File: src/rtl/tx_gather_pkg.sv
package tx_gather_pkg;
  typedef enum logic [2:0] {
    ST_IDLE,
    ST_HMARK,
    ST_HDR,
    ST_PMARK,
    ST_PAY
  } tx_state_e;

  localparam logic [7:0] SYM_FILL = 8'h1C;
  localparam logic [7:0] SYM_HDR  = 8'h3C;
  localparam logic [7:0] SYM_PAY  = 8'h5C;
endpackage

File: src/rtl/tx_desc_check.sv
module tx_desc_check #(
  parameter int LW = 12,
  parameter int EW = 5
) (
  input  logic [LW-1:0] len,
  input  logic [EW-1:0] ring_log2,
  output logic          fits
);
  // A payload fits when its length does not exceed the ring size 2^k.
  function automatic logic len_fits(input logic [LW-1:0] l, input logic [EW-1:0] k);
    logic [LW:0] size;
    if (32'(k) >= LW) begin
      return 1'b1;
    end
    size = (LW+1)'(1) << k;
    return ({1'b0, l} <= size);
  endfunction

  assign fits = len_fits(len, ring_log2);
endmodule

File: src/rtl/tx_ring_addr.sv
module tx_ring_addr #(
  parameter int AW = 16,
  parameter int LW = 12,
  parameter int EW = 5
) (
  input  logic          clk,
  input  logic          rst,
  input  logic          load,
  input  logic [AW-1:0] load_addr,
  input  logic [LW-1:0] load_len,
  input  logic [EW-1:0] load_log2,
  input  logic          step,
  output logic [AW-1:0] cur_addr,
  output logic [LW-1:0] rem_len,
  output logic [AW-1:0] ring_mask
);
  // Mask of the low bits that count inside the ring; all ones when k >= AW.
  function automatic logic [AW-1:0] mask_of(input logic [EW-1:0] k);
    logic [AW:0] w;
    w = (({{AW{1'b0}}, 1'b1}) << k) - 1'b1;
    return w[AW-1:0];
  endfunction

  // Next address: upper bits held, low bits incremented modulo the ring size.
  function automatic logic [AW-1:0] wrap_inc(input logic [AW-1:0] a, input logic [AW-1:0] m);
    return (a & ~m) | ((a + 1'b1) & m);
  endfunction

  always_ff @(posedge clk) begin
    if (rst) begin
      cur_addr  <= '0;
      rem_len   <= '0;
      ring_mask <= '0;
    end else if (load) begin
      cur_addr  <= load_addr;
      rem_len   <= load_len;
      ring_mask <= mask_of(load_log2);
    end else if (step) begin
      cur_addr  <= wrap_inc(cur_addr, ring_mask);
      rem_len   <= rem_len - 1'b1;
    end
  end
endmodule

File: src/rtl/tx_gather.sv
module tx_gather
  import tx_gather_pkg::*;
#(
  parameter int AW = 16,
  parameter int LW = 12,
  parameter int EW = 5,
  parameter int HB = 4
) (
  input  logic            clk,
  input  logic            rst,
  input  logic            desc_valid,
  output logic            desc_ready,
  input  logic [HB*8-1:0] desc_hdr,
  input  logic [AW-1:0]   desc_addr,
  input  logic [LW-1:0]   desc_len,
  input  logic [EW-1:0]   desc_ring_log2,
  output logic            desc_err,
  output logic            rd_req,
  output logic [AW-1:0]   rd_addr,
  input  logic            rd_ready,
  input  logic [7:0]      rd_data,
  input  logic            out_ready,
  output logic            out_ctrl,
  output logic [7:0]      out_data
);
  localparam int HIW = (HB > 1) ? $clog2(HB) : 1;

  tx_state_e        state_q;
  logic [HB*8-1:0]  hdr_q;
  logic [HIW-1:0]   hidx_q;
  logic             err_q;

  // Named internal events, also observed by the bound checker.
  logic             st_idle, st_pay;
  logic             len_ok, accept, accept_ok, reject;
  logic             byte_fire, pay_last, last_fire;
  logic [LW-1:0]    rem_len;
  logic [AW-1:0]    ring_mask;

  tx_desc_check #(.LW(LW), .EW(EW)) u_check (
    .len       (desc_len),
    .ring_log2 (desc_ring_log2),
    .fits      (len_ok)
  );

  tx_ring_addr #(.AW(AW), .LW(LW), .EW(EW)) u_ring (
    .clk       (clk),
    .rst       (rst),
    .load      (accept_ok),
    .load_addr (desc_addr),
    .load_len  (desc_len),
    .load_log2 (desc_ring_log2),
    .step      (byte_fire),
    .cur_addr  (rd_addr),
    .rem_len   (rem_len),
    .ring_mask (ring_mask)
  );

  assign st_idle    = (state_q == ST_IDLE);
  assign st_pay     = (state_q == ST_PAY);
  assign rd_req     = st_pay && out_ready;
  assign byte_fire  = rd_req && rd_ready;
  assign pay_last   = (rem_len == LW'(1));
  assign last_fire  = byte_fire && pay_last;
  assign desc_ready = st_idle || last_fire;
  assign accept     = desc_valid && desc_ready;
  assign accept_ok  = accept && len_ok;
  assign reject     = accept && !len_ok;
  assign desc_err   = err_q;

  always_ff @(posedge clk) begin
    if (rst) begin
      state_q <= ST_IDLE;
      hdr_q   <= '0;
      hidx_q  <= '0;
      err_q   <= 1'b0;
    end else begin
      err_q <= reject;
      if (accept_ok) hdr_q <= desc_hdr;
      unique case (state_q)
        ST_IDLE: begin
          if (accept_ok) state_q <= ST_HMARK;
        end
        ST_HMARK: begin
          if (out_ready) begin
            state_q <= ST_HDR;
            hidx_q  <= '0;
          end
        end
        ST_HDR: begin
          if (out_ready) begin
            if (hidx_q == HIW'(HB-1)) state_q <= ST_PMARK;
            else hidx_q <= hidx_q + 1'b1;
          end
        end
        ST_PMARK: begin
          if (out_ready) state_q <= (rem_len == '0) ? ST_IDLE : ST_PAY;
        end
        ST_PAY: begin
          if (last_fire) state_q <= accept_ok ? ST_HMARK : ST_IDLE;
        end
        default: state_q <= ST_IDLE;
      endcase
    end
  end

  always_comb begin
    out_ctrl = 1'b1;
    out_data = SYM_FILL;
    unique case (state_q)
      ST_HMARK: out_data = SYM_HDR;
      ST_HDR: begin
        out_ctrl = 1'b0;
        out_data = hdr_q[8*hidx_q +: 8];
      end
      ST_PMARK: out_data = SYM_PAY;
      ST_PAY: begin
        if (byte_fire) begin
          out_ctrl = 1'b0;
          out_data = rd_data;
        end
      end
      default: ;
    endcase
  end
endmodule

File: config.mk
export PLATFORM = sky130hd
export DESIGN_NAME = tx_gather
export DESIGN_NICKNAME = d
export VERILOG_FILES = /design/src/rtl/tx_gather_pkg.sv /design/src/rtl/tx_desc_check.sv /design/src/rtl/tx_ring_addr.sv /design/src/rtl/tx_gather.sv
export SDC_FILE = /design/constraint.sdc
export NUM_CORES = 1
export LEC_CHECK = 0
export CORE_MARGIN = 2
export CORE_UTILIZATION = 40
export CTS_CLUSTER_DIAMETER = 50
export CTS_CLUSTER_SIZE = 28
export DETAILED_ROUTE_END_ITERATION = 10
export GPL_TIMING_DRIVEN = 1
export MAX_ROUTING_LAYER = met4
export PLACE_DENSITY = 0.66
export SLEW_MARGIN = 10
export SYNTH_ARGS = -nofsm -noshare
export SYNTH_HDL_FRONTEND = slang
export SYNTH_SLANG_ARGS = --single-unit
File: constraint.sdc
create_clock -name clk -period 8.1 [get_ports clk]
set_input_delay 1.62 -clock clk [delete_from_list [all_inputs] [get_ports clk]]
set_output_delay 1.62 -clock clk [all_outputs]
set_load 0.01 [all_outputs]
; ---- Word level (Yosys, flattened, before mapping)
; Index checks and enable logic that the tools add are counted.
[totals]
ff_bits = 82
in_bits = 78
output_inout_bits = 28
[classes]
n_addsub = 4
n_lt_le_gt_ge = 2
eq_ne = 13
shift = 3
muxes = 24
bitwise_logic = 4
n_reduce_logical = 14
[ops]
columns = op, count
row1 = $and A16 B16 Y16, 2
row2 = $mux W16, 2
row3 = $pmux W8 S4, 1
row4 = $shiftx A32 B6 Y8, 1
row5 = $mux W12, 2
row6 = $mux W3, 7
row7 = $add A16 B1 Y16 const B, 1
row8 = $not A16 Y16, 1
row9 = $or A16 B16 Y16, 1
row10 = $shl A1 B5 Y16 const A, 1
row11 = $sub A16 B1 Y16 const B, 1
row12 = $pmux W3 S5, 1
row13 = $le A12 B13 Y1, 1
row14 = $shl A1 B5 Y13 const A, 1
row15 = $eq A12 B1 Y1 const B, 1
row16 = $logic_not A12 Y1, 1
row17 = $sub A12 B1 Y12 const B, 1
row18 = $ne A2 B2 Y1 const B, 5
row19 = $mux W8, 1
row20 = $eq A3 B2 Y1 const B, 2
row21 = $logic_and A1 B1 Y1, 6
row22 = $mux W2, 3
row23 = $reduce_and A6 Y1, 1
row24 = $ge A5 B4 Y1 const B, 1
row25 = 13 further kinds, 19

; ---- Depth between registers and ports, before layout
; Gate-level depths: netlist of run 1.
[logic_depth]
word_depth = 10
mapped_depth = 14

; ---- Hierarchy
; Synthesis of run 1 repeated with hierarchy kept, for this count alone.
[hier_totals]
hier_cells = 700
area_unflattened_um2 = 5784.3
[modules_own_cells]
columns = mod, n_inst, cells_per_inst, area_per_inst_um2, seq_area_each_um2
row1 = tx_gather, 1, 343, 2964.1, 760.7
row2 = tx_ring_addr, 1, 306, 2453.6, 880.8
row3 = tx_desc_check, 1, 51, 366.6, 0.0

; ---- Least setup slack after synthesis of run 1
; Ideal clock, no wire load.
[synth_timing]
path_type = input to register
start = input desc_ring_log2[3]
end = register u_ring.ring_mask[14]
arrival_ns = 4.213
slack_ns = 3.770
path_stages = 11
path_cell_list = clkbuf_1 > nor3b_1 > nand3_1 > ha_1 > nand3_1 > nor3_1 > a2111o_1 > o21a_1 > buf_4 > or4b_1 > o211a_1
[synth_via]
elab_chain_len = 4
elab_cells_between_ends = 8
classes_between = 1 x add/sub / 2 x order compare / 2 x shift / 2 x mux / 1 x reduce/logical
[synth_rtl]
columns = element, line_no
row1 = start: declaration, tx_gather.sv:16  ; input logic [EW-1:0] desc_ring_log2,
row2 = $shl A1 B5 Y13 or $ge A5 B4 Y1 (tied branches), "tx_desc_check.sv:15, tx_desc_check.sv:12"
row3 = $le A12 B13 Y1 or $mux W1 (tied branches), "tx_desc_check.sv:16, tx_desc_check.sv:12"
row4 = $mux W1, tx_desc_check.sv:15  ; size = (LW+1)'(1) << k;
row5 = $logic_and A1 B1 Y1, tx_gather.sv:67  ; assign accept_ok = accept && len_ok;
row6 = end signal: assignment, tx_ring_addr.sv:37  ; ring_mask <= mask_of(load_log2);
row7 = end: declaration, tx_ring_addr.sv:15  ; output logic [AW-1:0] ring_mask
; Several ways; a longest one is shown, not always the timed one.
; A chain may end at the register's enable or synchronous reset.

; ---- Worst setup path in the final report of run 1
[layout_timing]
start = input out_ready
end = output out_data[7]
[layout_via]
elab_chain_len = 4
[layout_rtl]
columns = element, line_no
row1 = start: declaration, tx_gather.sv:22  ; input logic out_ready,
row2 = $logic_and A1 B1 Y1, tx_gather.sv:61  ; assign rd_req = st_pay && out_ready;
row3 = $logic_and A1 B1 Y1, tx_gather.sv:62  ; assign byte_fire = rd_req && rd_ready;
row4 = $mux W8, tx_gather.sv:118  ; if (byte_fire) begin
row5 = $pmux W8 S4, tx_gather.sv:110  ; unique case (state_q)
row6 = end: declaration, tx_gather.sv:24  ; output logic [7:0] out_data
; No other way between the ends.

==> reports/qor.yml, run 1 <==
status:
  status: "completed"
yosys:
  ys_ff_latch: 82
  synthFlopType: "dfxtp_1"
  synthXorXnorAreaFrac_pct: 5.250
  synth_top_cell_area_share_pct: 35.15
  avgSynthCellArea_sq_um: 8.238
  yosys.area_share.adder_pct: 4.554
  synthSimpleGateAreaFrac_pct: 22.50
  synth_mux_area_share_pct: 4.313
  syn_inst: 567
  synth_area_leaders: "dfxtp_1, a21oi_1, nand3_1"
  synth_cell_types: 61
  yosysWarningCount: 0
  synth_edf_count: 0
  synth_top_area_cell: "dfxtp_1"
  async_reset_ff_share_pct: 0
  synth_top_family_by_area: "simple AND/OR/NAND/NOR gates"
  syn_area_sq_mm: 0.004671
  synth_compound_area_share_pct: 22.15
  seq_area_frac_synth_pct: 35.15
  synth_nets: 662
place:
  gp_congestion: 0.9181
  port_buffers: 105
  hpwlAfterDp_mm: 9.372
  pre_cts_slack_ns: 2.343
  placed_area_sq_mm: 0.005703
  dp_cells: 769
critical_path:
  critPathKind: "in2out"
  end_kind: "output port"
  slowest_delay_ns: 0.60
  worst-path-max-fanout: 14
  critical_path.top_delay_family: "buffers and inverters"
  crit_top_cell: "clkdlybuf4s50_1"
  worstPathRequired_ns: 6.48
  cp.arrival_ns: 3.90
  reg2regPathDepth: 7
  slowest_stage: "clkdlybuf4s50_1"
  r2r_setup_slack_ns: 5.23
  cp_cell_sequence: "clkdlybuf4s50_1 > nand4bb_1 > inv_2 > and2_4 > a22o_1 > clkdlybuf4s50_1"
  timing.rr.start: "u_ring.rem_len[4]"
  cp.depth: 6
  worstSetupStartpointType: "input pin"
  cp_num_buf_inv: 3
  r2r-end: "state_q[0]"
cts:
  post_cts_buffers: 0
  cts_buffers: 9
  clk-insertion-delay-late_ns: 0.34
  cts_resized: 0
  cts_buffer_depth: 2
  clk_pin_slew_ns: 0.06
  h-tree-depth: 3
  cts_sinks: 82
  holdBufCountCts: 0
  cts_tree: "yes"
  clock-root-buffer: "clkbuf_16"
sta:
  whs_ns: 0.4759
  post-route-period-util_pct: 68.18
  clock_skew_ns: 0.007317
  drv_slew: 0
  relSlewSlack_pct: 38.95
  grt_setup_unrepaired: "no"
  worst_slew_pin_slew_ns: 0.9158
  fin_setup_tns_ns: 0
  finalHoldViolations: 0
  setup_ws_ns: 2.577
  period_needed_ns: 5.523
  setup_violations: 0
  clock.fmax_mhz: 181.1
global_route:
  grt-ovfl-total: 0
  grt_pass1_wl_mm: 21.94
  grt_usage_pct: 21.96
  grt_pass1_vias: 4377
  grt_max_degree: 78
  grt_antenna_before_repair: 0
die:
  core_sq_mm: 0.01142
  design.die.area_sq_mm: 0.01256
  ios: 106
  floorplan.initialDensity_pct: 40.91
  die_w_um: 112.1
  chipHeight_um: 112.1
  rows: 39
detailed_routing:
  ant_nets: 0
  via_per_inst: 5.740
  drtIter0Drc: 344
  route.detailed.drc: 0
  vias: 4506
  wl_per_cell_um: 17.06
  drt_pass1_iterations: 5
  drt_wl_total_mm: 13.39
layout:
  final_cell_mix: "clkdlybuf4s50_1, dfxtp_1, a21oi_1, nand3_1, o21ai_0"
  final_area_sq_mm: 0.006005
  mostFrequentLayoutCell: "clkdlybuf4s50_1"
  syn_to_final_growth_pct: 28.56
  fin_cells: 785
  drive_gt1_share_pct: 7.009
  fin_nets: 732
  antenna_cells: 0
  fin_util_pct: 52.59
power_and_ir_drop:
  vdd_drop_max_v: 0.0001205
  power.leakage_nw: 2.106
  finalPower_mw: 1.173
  power.density_mw_per_mm2: 195.3
min_path:
  hp-start: "u_ring.ring_mask[9]"
  min_to: "u_ring.ring_mask[9]"
  min_path_type: "reg2reg"
  hold_depth: 2
job:
  max_cap_violations: 0
==> metal layers <==
metal | global-route usage [%] | vias up | share of wire (%)
met5 | - | - | 0
met4 | 4.959 | 0 | 1.1
met3 | 3.348 | 12 | 3.9
met2 | 34.59 | 107 | 46
met1 | 30.16 | 2161 | 48
li1 | - | 2226 | -
==> Yosys cell counts, drive strengths merged, types with 2 or more instances <==
cell    number
nor4         3
nor2        17
xor2        14
mux4         8
ha          17
nand3b       2
xnor2       14
nand2b       6
a21o         2
nand3       52
a311oi       2
o21ai       49
inv         10
a211oi      34
a21oi       59
nor4b        2
clkbuf      29
and2         5
nand2       37
or3          6
dfxtp       82
nor2b        2
nand4        9
or2          2
and3         6
buf         22
o211a        5
nor3        42
o22ai        4
a22o         5
==> final cells by class <==
cell class | instances | area [sq um]
Fill cell | 1103 | 5414
Multi-Input combinational cell | 423 | 2758
Sequential cell | 82 | 1642
Timing Repair Buffer | 110 | 1084
Clock buffer | 9 | 225.2
Tap cell | 143 | 178.9
Clock inverter | 7 | 76.32
Inverter | 11 | 41.29
==> how the worst max path moves through the flow <==
stage,start,to
final,out_ready,out_data[7]
after detailed placement,desc_ring_log2[2],u_ring.ring_mask[10]
after floorplan,desc_ring_log2[3],u_ring.ring_mask[14]
after global placement,desc_ring_log2[2],u_ring.ring_mask[10]
after global routing,desc_ring_log2[2],u_ring.ring_mask[10]
after CTS,out_ready,out_data[7]
==> where the power goes <==
group	switching [mW]	internal (mW)	leakage (nW)
clock network	0.178	0.241	0.142
registers	0.0370	0.446	0.674
logic	0.141	0.130	1.29
==> tightest hold or removal path: stages (launching register included) <==
cell	delay, ns
dfxtp_1	0.31
nand2_1	0.05
o21ai_0	0.07
==> cells by family after synthesis <==
family | after synthesis
flip-flops | 82
AO/OA/AOI/OAI | 170
multiplexers | 10
adder cells (fa/ha/maj) | 17
buffers and inverters | 62
XOR/XNOR | 28
AND/OR/NAND/NOR | 198
Note: power is estimated with default switching activity, not from simulation.
==> inputs of run 2 (changes only) <==
==> constraint.sdc (replaced) <==
create_clock -name clk -period 5.1 [get_ports clk]
set_input_delay 1.02 -clock clk [delete_from_list [all_inputs] [get_ports clk]]
set_output_delay 1.02 -clock clk [all_outputs]
set_load 0.01 [all_outputs]
==> reports/qor.yml, run 2 (same netlist as run 1, synthesis figures left out) <==
status:
  status: "completed"  # unchanged
cts:
  post_cts_buffers: 0  # unchanged
  clock-root-buffer: "clkbuf_16"  # unchanged
  cts_buffer_depth: 2  # unchanged
  cts_buffers: 9  # unchanged
  cts_tree: "yes"  # unchanged
  clk-insertion-delay-late_ns: 0.34  # about the same
  holdBufCountCts: 0  # unchanged
  cts_resized: 0  # unchanged
  clk_pin_slew_ns: 0.06  # about the same
  h-tree-depth: 3  # unchanged
  cts_sinks: 82  # unchanged
critical_path:
  critPathKind: "in2reg"  # was in2out
  cp.arrival_ns: 4.52  # was 3.90 ns
  reg2regPathDepth: 7  # unchanged
  cp_cell_sequence: "clkdlybuf4s50_1 > nor3b_1 > nand3_1 > ha_1 > nand3_1 > nor3_1 > a21boi_1 > o21a_2 > buf_12 > nor3_1 > a211oi_1"  # was clkdlybuf4s50_1 > nand4bb_1 > inv_2 > and2_4 > a22o_1 > clkdlybuf4s50_1
  slowest_stage: "clkdlybuf4s50_1"  # unchanged
  critical_path.top_delay_family: "simple AND/OR/NAND/NOR gates"  # was buffers and inverters
  worstPathRequired_ns: 5.34  # was 6.48 ns
  cp_num_buf_inv: 2  # was 3
  timing.rr.start: "u_ring.rem_len[4]"  # unchanged
  worst-path-max-fanout: 56  # was 14
  end_kind: "flop"  # was output port
  worstSetupStartpointType: "input pin"  # unchanged
  slowest_delay_ns: 0.72  # was 0.60 ns
  r2r_setup_slack_ns: 2.45  # was 5.23 ns
global_route:
  use_met3_pct: 2.592  # was 3.348%
  grt_busiest_layer: "met2"  # unchanged
  grt_usage_pct: 22.56  # was 21.96%
  grt_pass1_vias: 4508  # was 4377
  grt-ovfl-total: 0  # unchanged
  grt_pass1_wl_mm: 22.62  # was 21.94 mm
  grtUsageMet1_pct: 31.03  # was 30.16%
  use_met2_pct: 35.52  # was 34.59%
  grt_antenna_before_repair: 0  # unchanged
  grt_max_degree: 65  # was 78
detailed_routing:
  wl_per_cell_um: 17.41  # was 17.06 um
  drtIter0Drc: 369  # was 344
  ant_nets: 0  # unchanged
  route.detailed.drc: 0  # unchanged
  drt_pass1_iterations: 5  # unchanged
  drt_wl_total_mm: 13.79  # was 13.39 mm
  via_per_inst: 5.823  # was 5.740
  vias: 4612  # was 4506
min_path:
  min_path_type: "reg2reg"  # unchanged
  hold_depth: 2  # unchanged
  min_to: "u_ring.ring_mask[9]"  # unchanged
  hp-start: "u_ring.ring_mask[9]"  # unchanged
die:
  rows: 39  # unchanged
  core_sq_mm: 0.01142  # unchanged
  ios: 106  # unchanged
  design.die.area_sq_mm: 0.01256  # unchanged
  die_w_um: 112.1  # unchanged
  chipHeight_um: 112.1  # unchanged
  floorplan.initialDensity_pct: 40.91  # unchanged
place:
  port_buffers: 105  # unchanged
  gp_congestion: 0.8693  # was 0.9181
  pre_cts_slack_ns: 0.5474  # was 2.343 ns
  hpwlAfterDp_mm: 9.888  # was 9.372 mm
  placed_area_sq_mm: 0.005768  # was 0.005703 sq mm
power_and_ir_drop:
  power.density_mw_per_mm2: 308.2  # was 195.3 mW/mm^2
  power.leakage_nw: 2.142  # was 2.106 nW
  finalPower_mw: 1.872  # was 1.173 mW
  vdd_drop_max_v: 0.0001405  # was 0.0001205 V
layout:
  syn_to_final_growth_pct: 30.03  # was 28.56%
  fin_nets: 739  # was 732
  mostFrequentLayoutCell: "clkdlybuf4s50_1"  # unchanged
  drive_gt1_share_pct: 7.858  # was 7.009%
  fin_util_pct: 53.19  # was 52.59%
  antenna_cells: 0  # unchanged
  final_area_sq_mm: 0.006073  # was 0.006005 sq mm
  final_cell_mix: "clkdlybuf4s50_1, dfxtp_1, a21oi_1, nand3_1, o21ai_0"  # unchanged
sta:
  clock.fmax_mhz: 234.1
  setup_violations: 0  # unchanged
  setup_ws_ns: 0.8276  # was 2.577 ns
  drv_slew: 0  # unchanged
  fin_setup_tns_ns: 0  # unchanged
  worst_slew_pin_slew_ns: 0.7011  # was 0.9158 ns
  grt_setup_unrepaired: "no"  # unchanged
  relSlewSlack_pct: 53.20  # was 38.95%
  period_needed_ns: 4.272
  clock_skew_ns: 0.006578  # was 0.007317 ns
  finalHoldViolations: 0  # unchanged
  post-route-period-util_pct: 83.77
job:
  max_cap_violations: 0  # unchanged
==> run 2: cell count changes in the layout (fill, tap and decap cells not counted), sizes merged <==
cell,before,now
clkbuf,9,11
buf,6,13
clkinv,3,2
inv,12,11
==> run 2: power breakdown <==
group | internal (mW) | total (mW) | switching, mW
logic | 0.214 | 0.442 | 0.228
clock network | 0.395 | 0.662 | 0.266
registers | 0.709 | 0.768 | 0.0595
==> run 2: tightest hold or removal path, delay by kind of cell (launching register included) <==
kind,cells,cell delay [ns]
AOI/OAI and AO/OA,1,0.06
DFF,1,0.31
and+or+nand+nor,1,0.05
==> run 2: worst max-delay path by stage <==
stage	from	endpoint	slack, ns	cells after the start
after global routing	desc_ring_log2[3]	state_q[0]	0.49	11
after global placement	desc_ring_log2[3]	u_ring.ring_mask[10]	0.65	11
after detailed placement	desc_ring_log2[3]	flop	0.55	11
after CTS	desc_ring_log2[3]	flop	0.89	11
after floorplan	desc_ring_log2[3]	u_ring.ring_mask[14]	1.37	11
final	desc_ring_log2[3]	flop	0.83	11
==> run 2: layout make-up <==
cell class              count  area (sq um)
fillers                  1119          5345
repair buffers            117          1149
clock inverters             5         62.56
clock buffers              11         242.7
flip-flops and latches     82          1642
well taps                 143         178.9
inverters                  11         41.29
multi-input cells         423          2758
==> run 2: routing by layer <==
metal	up-vias	wire [um]	share of wire (%)
met5	-	0	0
met4	0	187	1.4
met3	23	683	5.0
met2	127	6400	46
met1	2223	6521	47
li1	2239	-	-
==> run 2: through the flow <==
stage / hold WS (ns) / std cells
3_5_place_dp: 0.4536 / 776
2_1_floorplan: 0.4319 / 567
6_report: 0.4594 / 792
4_1_cts: 0.4600 / 792
5_1_grt: 0.4879 / 792
3_3_place_gp: 0.4569 / 776
